File: config.mk
export PLATFORM = sky130hd
export DESIGN_NAME = chk_bit_predictor
export DESIGN_NICKNAME = d
export VERILOG_FILES = /design/src/rtl/cbp_pkg.sv /design/src/rtl/cbp_parity_tree.sv /design/src/rtl/cbp_locator.sv /design/src/rtl/chk_bit_predictor.sv
export SDC_FILE = /design/constraint.sdc
export NUM_CORES = 1
export LEC_CHECK = 0
export BUFFER_PORTS_ARGS = -buffer_cell sky130_fd_sc_hd__buf_2
export CELL_PAD_IN_SITES_DETAIL_PLACEMENT = 0
export CELL_PAD_IN_SITES_GLOBAL_PLACEMENT = 1
export CORE_MARGIN = 1.5
export CORE_UTILIZATION = 32
export CTS_CLUSTER_DIAMETER = 80
export DETAILED_ROUTE_END_ITERATION = 16
export PLACE_DENSITY = 0.8
export SYNTH_ARGS = -nofsm -noshare
export SYNTH_HDL_FRONTEND = slang
export SYNTH_HIERARCHICAL = 1
export SYNTH_SLANG_ARGS = --single-unit
File: constraint.sdc
create_clock -name clk -period 0.8 [get_ports clk]
set_input_delay 0.2 -clock clk [delete_from_list [all_inputs] [get_ports clk]]
set_output_delay 0.2 -clock clk [all_outputs]
set_load 0.02 [all_outputs]
File: src/rtl/cbp_pkg.sv
package cbp_pkg;

  // Default construction cell: column 0 all ones, column c>0 is the
  // inverse of row-index bit (k-1-c), which makes the last column select
  // even bit indices and keeps every other column balanced.
  function automatic bit col_cell(int row, int col, int k);
    if (col == 0) return 1'b1;
    return ((row >> (k - 1 - col)) & 1) == 0;
  endfunction

  // Hamming bound on the number of data bits a k-bit check word covers.
  function automatic bit hamming_fits(int m, int k);
    return m <= ((1 << k) - k - 1);
  endfunction

endpackage

File: src/rtl/cbp_parity_tree.sv
module cbp_parity_tree #(
  parameter int M  = 8,
  parameter int CW = 4,
  parameter logic [CW*M-1:0] MAT = '1
) (
  input  logic [M-1:0]  word,
  output logic [CW-1:0] chk
);

  // One XOR reduction per matrix column.
  for (genvar c = 0; c < CW; c++) begin : g_col
    localparam logic [M-1:0] MASK = MAT[c*M +: M];
    assign chk[c] = ^(word & MASK);
  end

endmodule

File: src/rtl/cbp_locator.sv
module cbp_locator #(
  parameter int M  = 8,
  parameter int CW = 4,
  parameter int IW = 3,
  parameter logic [CW*M-1:0] MAT = '1,
  parameter bit ENABLE = 1'b1
) (
  input  logic          clk,
  input  logic          rst_n,
  input  logic [CW-1:0] syn,
  output logic          hit,
  output logic [IW-1:0] idx
);

  function automatic logic [CW-1:0] row_code(int r);
    logic [CW-1:0] v;
    for (int c = 0; c < CW; c++) v[c] = MAT[c*M + r];
    return v;
  endfunction

  logic [M-1:0] row_hit;

  for (genvar r = 0; r < M; r++) begin : g_row
    localparam logic [CW-1:0] RC = row_code(r);
    assign row_hit[r] = ENABLE && (syn == RC);
  end

  always_comb begin
    idx = '0;
    for (int r = 0; r < M; r++)
      if (row_hit[r]) idx = idx | IW'(r);
  end

  assign hit = |row_hit;

  // distinct row codes mean at most one row can match a syndrome.
  p_rows_unique_r9: assert property (@(posedge clk) disable iff (!rst_n)
    $onehot0(row_hit))
    else $error("p_rows_unique_r9: several rows match one syndrome");

endmodule

File: src/rtl/chk_bit_predictor.sv
module chk_bit_predictor #(
  parameter int M = 8,
  parameter int K = 4,
  parameter bit SINGLE_PARITY = 1'b0,
  parameter logic [K*M-1:0] COLS = '0,
  localparam int CW = SINGLE_PARITY ? 1 : K,
  localparam int IW = (M > 1) ? $clog2(M) : 1
) (
  input  logic          clk,
  input  logic          rst_n,
  input  logic [M-1:0]  func_word,
  input  logic [M-1:0]  rx_word,
  input  logic [CW-1:0] rx_chk,
  input  logic          rx_chk_present,
  output logic [M-1:0]  pred_word,
  output logic [CW-1:0] pred_chk,
  output logic [CW-1:0] syndrome,
  output logic          mismatch,
  output logic          loc_hit,
  output logic [IW-1:0] loc_idx
);

  // Matrix in use: all-ones column in single parity mode, the built-in
  // construction when COLS is left at zero, otherwise COLS itself.
  function automatic logic [CW*M-1:0] pick_matrix();
    logic [CW*M-1:0] v;
    for (int c = 0; c < CW; c++)
      for (int r = 0; r < M; r++)
        if (SINGLE_PARITY)   v[c*M + r] = 1'b1;
        else if (COLS == '0) v[c*M + r] = cbp_pkg::col_cell(r, c, K);
        else                 v[c*M + r] = COLS[c*M + r];
    return v;
  endfunction

  localparam logic [CW*M-1:0] MAT = pick_matrix();

  // construction rules evaluated on the matrix in use.
  function automatic bit rules_ok();
    int ones;
    bit same;
    if (SINGLE_PARITY) return 1'b1;
    if (!cbp_pkg::hamming_fits(M, K)) return 1'b0;
    for (int r = 0; r < M; r++) begin
      if (!MAT[r]) return 1'b0;
      if (MAT[(CW-1)*M + r] != ((r % 2) == 0)) return 1'b0;
    end
    for (int c = 1; c < CW; c++) begin
      ones = 0;
      for (int r = 0; r < M; r++) ones += int'(MAT[c*M + r]);
      if (2 * ones != M) return 1'b0;
    end
    for (int a = 0; a < M; a++)
      for (int b = a + 1; b < M; b++) begin
        same = 1'b1;
        for (int c = 0; c < CW; c++)
          if (MAT[c*M + a] != MAT[c*M + b]) same = 1'b0;
        if (same) return 1'b0;
      end
    return 1'b1;
  endfunction

  localparam bit RULES_OK = rules_ok();

  if (!RULES_OK) begin : g_rule_fail_r5
    $error("chk_bit_predictor: parity matrix breaks the construction rules (R5)");
  end

  // Prediction path.
  logic [CW-1:0] pred_chk_d;

  cbp_parity_tree #(.M(M), .CW(CW), .MAT(MAT)) u_pred_tree (
    .word (func_word),
    .chk  (pred_chk_d)
  );

  // Reference comparator path.
  logic [CW-1:0] rx_rec;
  logic [CW-1:0] rx_sup;
  logic [CW-1:0] syn_d;
  logic          loc_hit_d;
  logic [IW-1:0] loc_idx_d;

  cbp_parity_tree #(.M(M), .CW(CW), .MAT(MAT)) u_rx_tree (
    .word (rx_word),
    .chk  (rx_rec)
  );

  assign rx_sup = rx_chk_present ? rx_chk : '0;
  assign syn_d  = rx_rec ^ rx_sup;

  cbp_locator #(
    .M(M), .CW(CW), .IW(IW), .MAT(MAT), .ENABLE(!SINGLE_PARITY)
  ) u_locator (
    .clk   (clk),
    .rst_n (rst_n),
    .syn   (syn_d),
    .hit   (loc_hit_d),
    .idx   (loc_idx_d)
  );

  // Word and check bits share one register stage.
  always_ff @(posedge clk or negedge rst_n) begin
    if (!rst_n) begin
      pred_word <= '0;
      pred_chk  <= '0;
      syndrome  <= '0;
      mismatch  <= 1'b0;
      loc_hit   <= 1'b0;
      loc_idx   <= '0;
    end else begin
      pred_word <= func_word;
      pred_chk  <= pred_chk_d;
      syndrome  <= syn_d;
      mismatch  <= |(rx_rec ^ rx_sup);
      loc_hit   <= loc_hit_d;
      loc_idx   <= loc_idx_d;
    end
  end

  // reset clears every registered output.
  p_reset_clear_r1: assert property (@(posedge clk)
    !rst_n |=> (pred_word == '0 && pred_chk == '0 && syndrome == '0 &&
                !mismatch && !loc_hit && loc_idx == '0))
    else $error("p_reset_clear_r1: outputs not cleared by reset");

  // check bit 0 is the parity of the aligned word.
  p_chk0_parity_r4: assert property (@(posedge clk) disable iff (!rst_n)
    pred_chk[0] == ^pred_word)
    else $error("p_chk0_parity_r4: check bit 0 not word parity");

  // comparator and predictor agree when fed the same word.
  p_syn_consistent_r8: assert property (@(posedge clk) disable iff (!rst_n)
    (rx_chk_present && rx_word == func_word) |=>
      (syndrome == ($past(rx_chk) ^ pred_chk)))
    else $error("p_syn_consistent_r8: syndrome differs from predicted xor supplied");

  // absent check bits leave only the recomputed bits.
  p_absent_ignored_r7: assert property (@(posedge clk) disable iff (!rst_n)
    (!rx_chk_present && rx_word == func_word) |=> (syndrome == pred_chk))
    else $error("p_absent_ignored_r7: supplied bits used while absent");

  // mismatch flag follows a nonzero syndrome.
  p_mismatch_r6: assert property (@(posedge clk) disable iff (!rst_n)
    mismatch == (syndrome != '0))
    else $error("p_mismatch_r6: mismatch flag and syndrome disagree");

  // a located output always implies a mismatch and an odd-parity syndrome.
  p_loc_mismatch_r9: assert property (@(posedge clk) disable iff (!rst_n)
    loc_hit |-> (mismatch && syndrome[0]))
    else $error("p_loc_mismatch_r9: location without odd syndrome");

  // no location report means a zero index.
  p_loc_idx_zero_r9: assert property (@(posedge clk) disable iff (!rst_n)
    !loc_hit |-> (loc_idx == '0))
    else $error("p_loc_idx_zero_r9: stale index without a hit");

endmodule

* Yosys cells after proc, flatten, opt, wreduce, memory -nomap -nowiden
Cells that the tools add are included.
** Cells by class
- Eq/ne operators :: 8
- Mux-type cells :: 8
- Bitwise gates (word level) :: 1
- Reductions and logical operators :: 10
** Operators by type and width (count)
- 8-bit parity :: 8
- 4-bit == test (second input constant) :: 4
- 3-bit two-way mux :: 4
- 4-bit by 3-bit == test with 1-bit output (second input constant) :: 2
- 8-bit OR reduction :: 1
- 4-bit by 1-bit == test with 1-bit output (second input constant) :: 1
- 4-bit by 2-bit == test with 1-bit output (second input constant) :: 1
- 2-bit two-way mux :: 2
- 4-bit two-way mux :: 1
- 4-bit OR reduction :: 1
- 4-bit XOR :: 1
- 1-bit two-way mux :: 1
** Storage, ports and cells
- Output and inout port bits :: 21
- Word-level logic and storage cells :: 33
- Flip-flop bits (word level) :: 21
- Input bits :: 23

* Depth between registers and ports, before layout
- Depth after elaboration :: 10
- Mapped depth :: 5
- Gate-level depth less buffers :: 5

* Hierarchy
The synthesis kept the hierarchy.
** Modules (own cells, without submodules)
- chk_bit_predictor :: sequential area each 525.5 um^2, cells each 30, instances 1, area each 585.6 um^2
- cbp_parity_tree :: sequential area each 0.0 um^2, cells each 11, instances 2, area each 103.8 um^2
- cbp_locator :: sequential area each 0.0 um^2, cells each 4, instances 1, area each 30.0 um^2

* Worst setup path after synthesis
Ideal clock, no wire load.
- Path type :: input to register
- Start point :: input rx_word[1]
- End point :: register mismatch
- Setup time :: 0.138 ns
- Arrival :: 1.438 ns
- Stages :: 5
- Path buffers :: 0
- Path slack :: -0.777 ns
- Required time :: 0.662 ns
- Cell sequence :: xor2_2 > xnor2_1 > xor2_1 > xnor2_1 > or4_1
** Between the ends
- Longest elaborated chain between the ends :: 3
- Elaborated cells on any way between the ends :: 5
- Those cells by class :: 1 x bitwise; 4 x reduce/logical
** Ends and longest elaborated chain
- start, declared :: line chk_bit_predictor.sv:12 : input logic [M-1:0] rx_word,
- 8-bit parity :: line cbp_parity_tree.sv:13 : assign chk[c] = ^(word & MASK);
- net rx_rec[1] :: line chk_bit_predictor.sv:77 : logic [CW-1:0] rx_rec;
- 4-bit XOR :: line chk_bit_predictor.sv:114 : mismatch <= |(rx_rec ^ rx_sup);
- 4-bit OR reduction :: line chk_bit_predictor.sv:114
- end signal, assigned :: line chk_bit_predictor.sv:114
- end, declared :: line chk_bit_predictor.sv:18 : output logic mismatch,
The timed path passes the listed nets, and every way through them passes these cells.

* Final worst setup path
- Start point :: input rx_word[1]
- End point :: register mismatch
** Between the ends
- Longest elaborated chain between the ends :: 3
- Elaborated cells on any way between the ends :: 5
- Those cells by class :: 1 x bitwise; 4 x reduce/logical
** Ends and longest elaborated chain
- 8-bit parity :: line cbp_parity_tree.sv:13
- net rx_rec[1] :: line chk_bit_predictor.sv:77
- 4-bit XOR
- net syn_d[1] :: line chk_bit_predictor.sv:79 : logic [CW-1:0] syn_d;
- 4-bit OR reduction :: line chk_bit_predictor.sv:114
The timed path passes the listed nets, and every way through them passes these cells.

==> metrics <==
result of the run=complete, but fails checks; failing checks=negative setup slack; fraction of layout instances using a drive strength above 1=59.3%; worst path cell trace=buf_8 -> xor2_4 -> xnor2_2 -> buf_4 -> xnor2_1 -> or4_1; most frequent cells in the layout=26 x sky130_fd_sc_hd__buf_6, 21 x sky130_fd_sc_hd__dfrtp_1, 17 x sky130_fd_sc_hd__buf_2; vias in the first global route=574; CTS Root Cell=sky130_fd_sc_hd__clkbuf_4; most frequent standard cell in the layout excluding fill and tap cells=sky130_fd_sc_hd__buf_6; Starting DRT DRC Count=0; RSZ-0062 raised after global routing=true; Final min period=1.19 ns; count of final max-slew check failures=0; clock transition at the registers of the reported paths=0.10 ns; adder and majority gate portion of the synthesized area=0%; vias per inst=4.10; mux cell area share after synthesis=0%; CORE AREA=0.00245 mm^2; wire length of the first global-routing pass=2200 um; largest buffer count on any clock path=2; type of origin of the critical path=primary input; post-synthesis average cell area=14.7 um^2; Fmax achieved=843 MHz; Die Area=0.00289 mm^2; maximum cell stage delay along the critical path=0.46 ns; final net count=137; top fanout value on the critical path=2; data required time at the worst endpoint=0.97 ns; number of maximum-capacitance constraint violations=0; CTS H-tree lvls=1; Antenna Nets Post-Route=0; critical path arrival=1.35 ns; combinational family with the most area after synthesis=XOR/XNOR gates; total I/O pin count=44; global-route usage over all layers=11.0%; average detailed-routed wire length per instance=10.2 um; synthesized-area fraction occupied by and/or/nand/nor cells=6.23%; CP delay by family, top=simple AND/OR/NAND/NOR gates; leakage component of the power=0.000673 uW; slowest cell on the critical path=sky130_fd_sc_hd__or4_1; clock tree from TritonCTS=yes; Layout fillers=201; row cnt=18; placement-stage worst setup slack=-0.760 ns; number of sinks handled by clock tree synthesis=21; antenna violations before repair=0; power consumption=3300 uW; count of different cell masters after synthesis=9; nature of the critical path endpoint=register; width of the die=53.7 um; xor and xnor fraction of the mapped netlist area=29.5%; type of the worst setup path=in -> reg; antenna diode count=0; synth-to-layout area growth=73.1%; endpoints failing setup=28; RD Place Congestion=0.637; power per cell area=2320 mW/mm^2; Die Y-Extent=53.7 um; # DRC=0; final clock period utilization by the worst path=148%; number of warnings reported in the yosys synthesis log=6; worst voltage drop across the vdd grid=1.36 mV; fraction of the yosys area taken by sequential cells=63.8%; number of buffers added by the clock tree synthesis step=3; maximum number of pins on one net before global-route repair=22; global-route congestion overflow total=0; multi-input gate area in the final layout=365 um^2; Port Buffer Count=43; area of all sequential standard cells=526 um^2; sum of routed wire length over all layers=1470 um; Rel. slew slack=71.4%; Synth Net Count=79; Worst Tran Pin Value=0.429 ns; smallest setup slack after layout=-0.386 ns; Initial Utilization=33.5%; worst hold path class=in -> reg; via count=587; CP Buf/Inv Count=2; total count of hold-check failures in the final report=0; Post-Syn Area=823 um^2; post-synthesis cell count=56; post-synthesis sequential element count=21; share of the synthesized area in compound gates (AO/OA/AOI/OAI)=0%; iteration count of the initial detailed-routing pass=1
## final timing paths
check                      cells after the start         start                      to
min in group asynchronous                      2         rst_n   pred_chk[2]$_DFF_PN0_
hold / removal                                 1  func_word[7]  pred_word[7]$_DFF_PN0_
setup / recovery                               6    rx_word[1]      mismatch$_DFF_PN0_
max in group asynchronous                      2         rst_n       loc_hit$_DFF_PN0_
## cells in the mapped netlist
cell	n	area [um^2]
sky130_fd_sc_hd__dfrtp_1	21	526
sky130_fd_sc_hd__xnor2_1	16	140
sky130_fd_sc_hd__xor2_1	8	70.1
sky130_fd_sc_hd__and2b_2	3	26.3
sky130_fd_sc_hd__nand2_1	3	11.3
sky130_fd_sc_hd__xor2_2	2	32.5
sky130_fd_sc_hd__clkbuf_1	1	3.75
sky130_fd_sc_hd__nand2_2	1	6.26
sky130_fd_sc_hd__or4_1	1	7.51
## report_power, final
part | internal, uW | switching, uW
registers | 1280 | 103
clock network | 194 | 272
logic | 822 | 635
total | 2290 | 1010
## sequential cells by signal, indices dropped and copies added, names as in the netlist
| name | count |
|---|---|
| loc_hit | 1 |
| loc_idx | 3 |
| mismatch | 1 |
| pred_chk | 4 |
| pred_word | 8 |
| syndrome | 4 |
## cell type report
type                    instances  area share (%)
clock buffers                   4            1.84
multi-input cells              34            25.6
flip-flops and latches         21            36.9
well taps                      30            2.63
repair buffers                 54            33.0
## repair_timing
action | 4_1_cts | 5_1_grt
endpoints found under the hold margin | 21 | 0
endpoints found under the setup margin | 27 | 28
gates cloned | 0 | 0
hold buffers | 1 | 0
pin swaps | 2 | 0
setup buffers | 2 | 0
gates resized for setup | 55 | 3
## through the flow
stage                     TNS, ns  cell area [um^2]  util (%)  hold slack [ns]  std cells
final                       -5.96              1430      58.1           0.0374        143
after global routing        -7.15              1430      58.1           0.0162        143
after floorplan             -2.26               857         -          -0.0956         56
after detailed placement    -5.13              1170      47.5            0.166        136
after global placement      -4.63              1170      47.5            0.162        136
after CTS                   -6.31              1400      57.0           0.0276        143
## kinds of logic (layout without fill, tap and decap cells)
logic type	Yosys count	after routing
AND/OR/NAND/NOR	8	8
XOR/XNOR	26	26
flip-flops	21	21
buffers and inverters	1	58
## per-layer routing
| layer | vias up | global-route usage [%] | routed length, um |
|---|---|---|---|
| li1 | 281 | - | - |
| met2 | 33 | 22.2 | 862 |
| met4 | 0 | 6.41 | 0 |
| met5 | - | 0 | 0 |
| met1 | 273 | 9.93 | 457 |
| met3 | 0 | 1.67 | 146 |
Note: power is estimated with default switching activity, not from simulation.
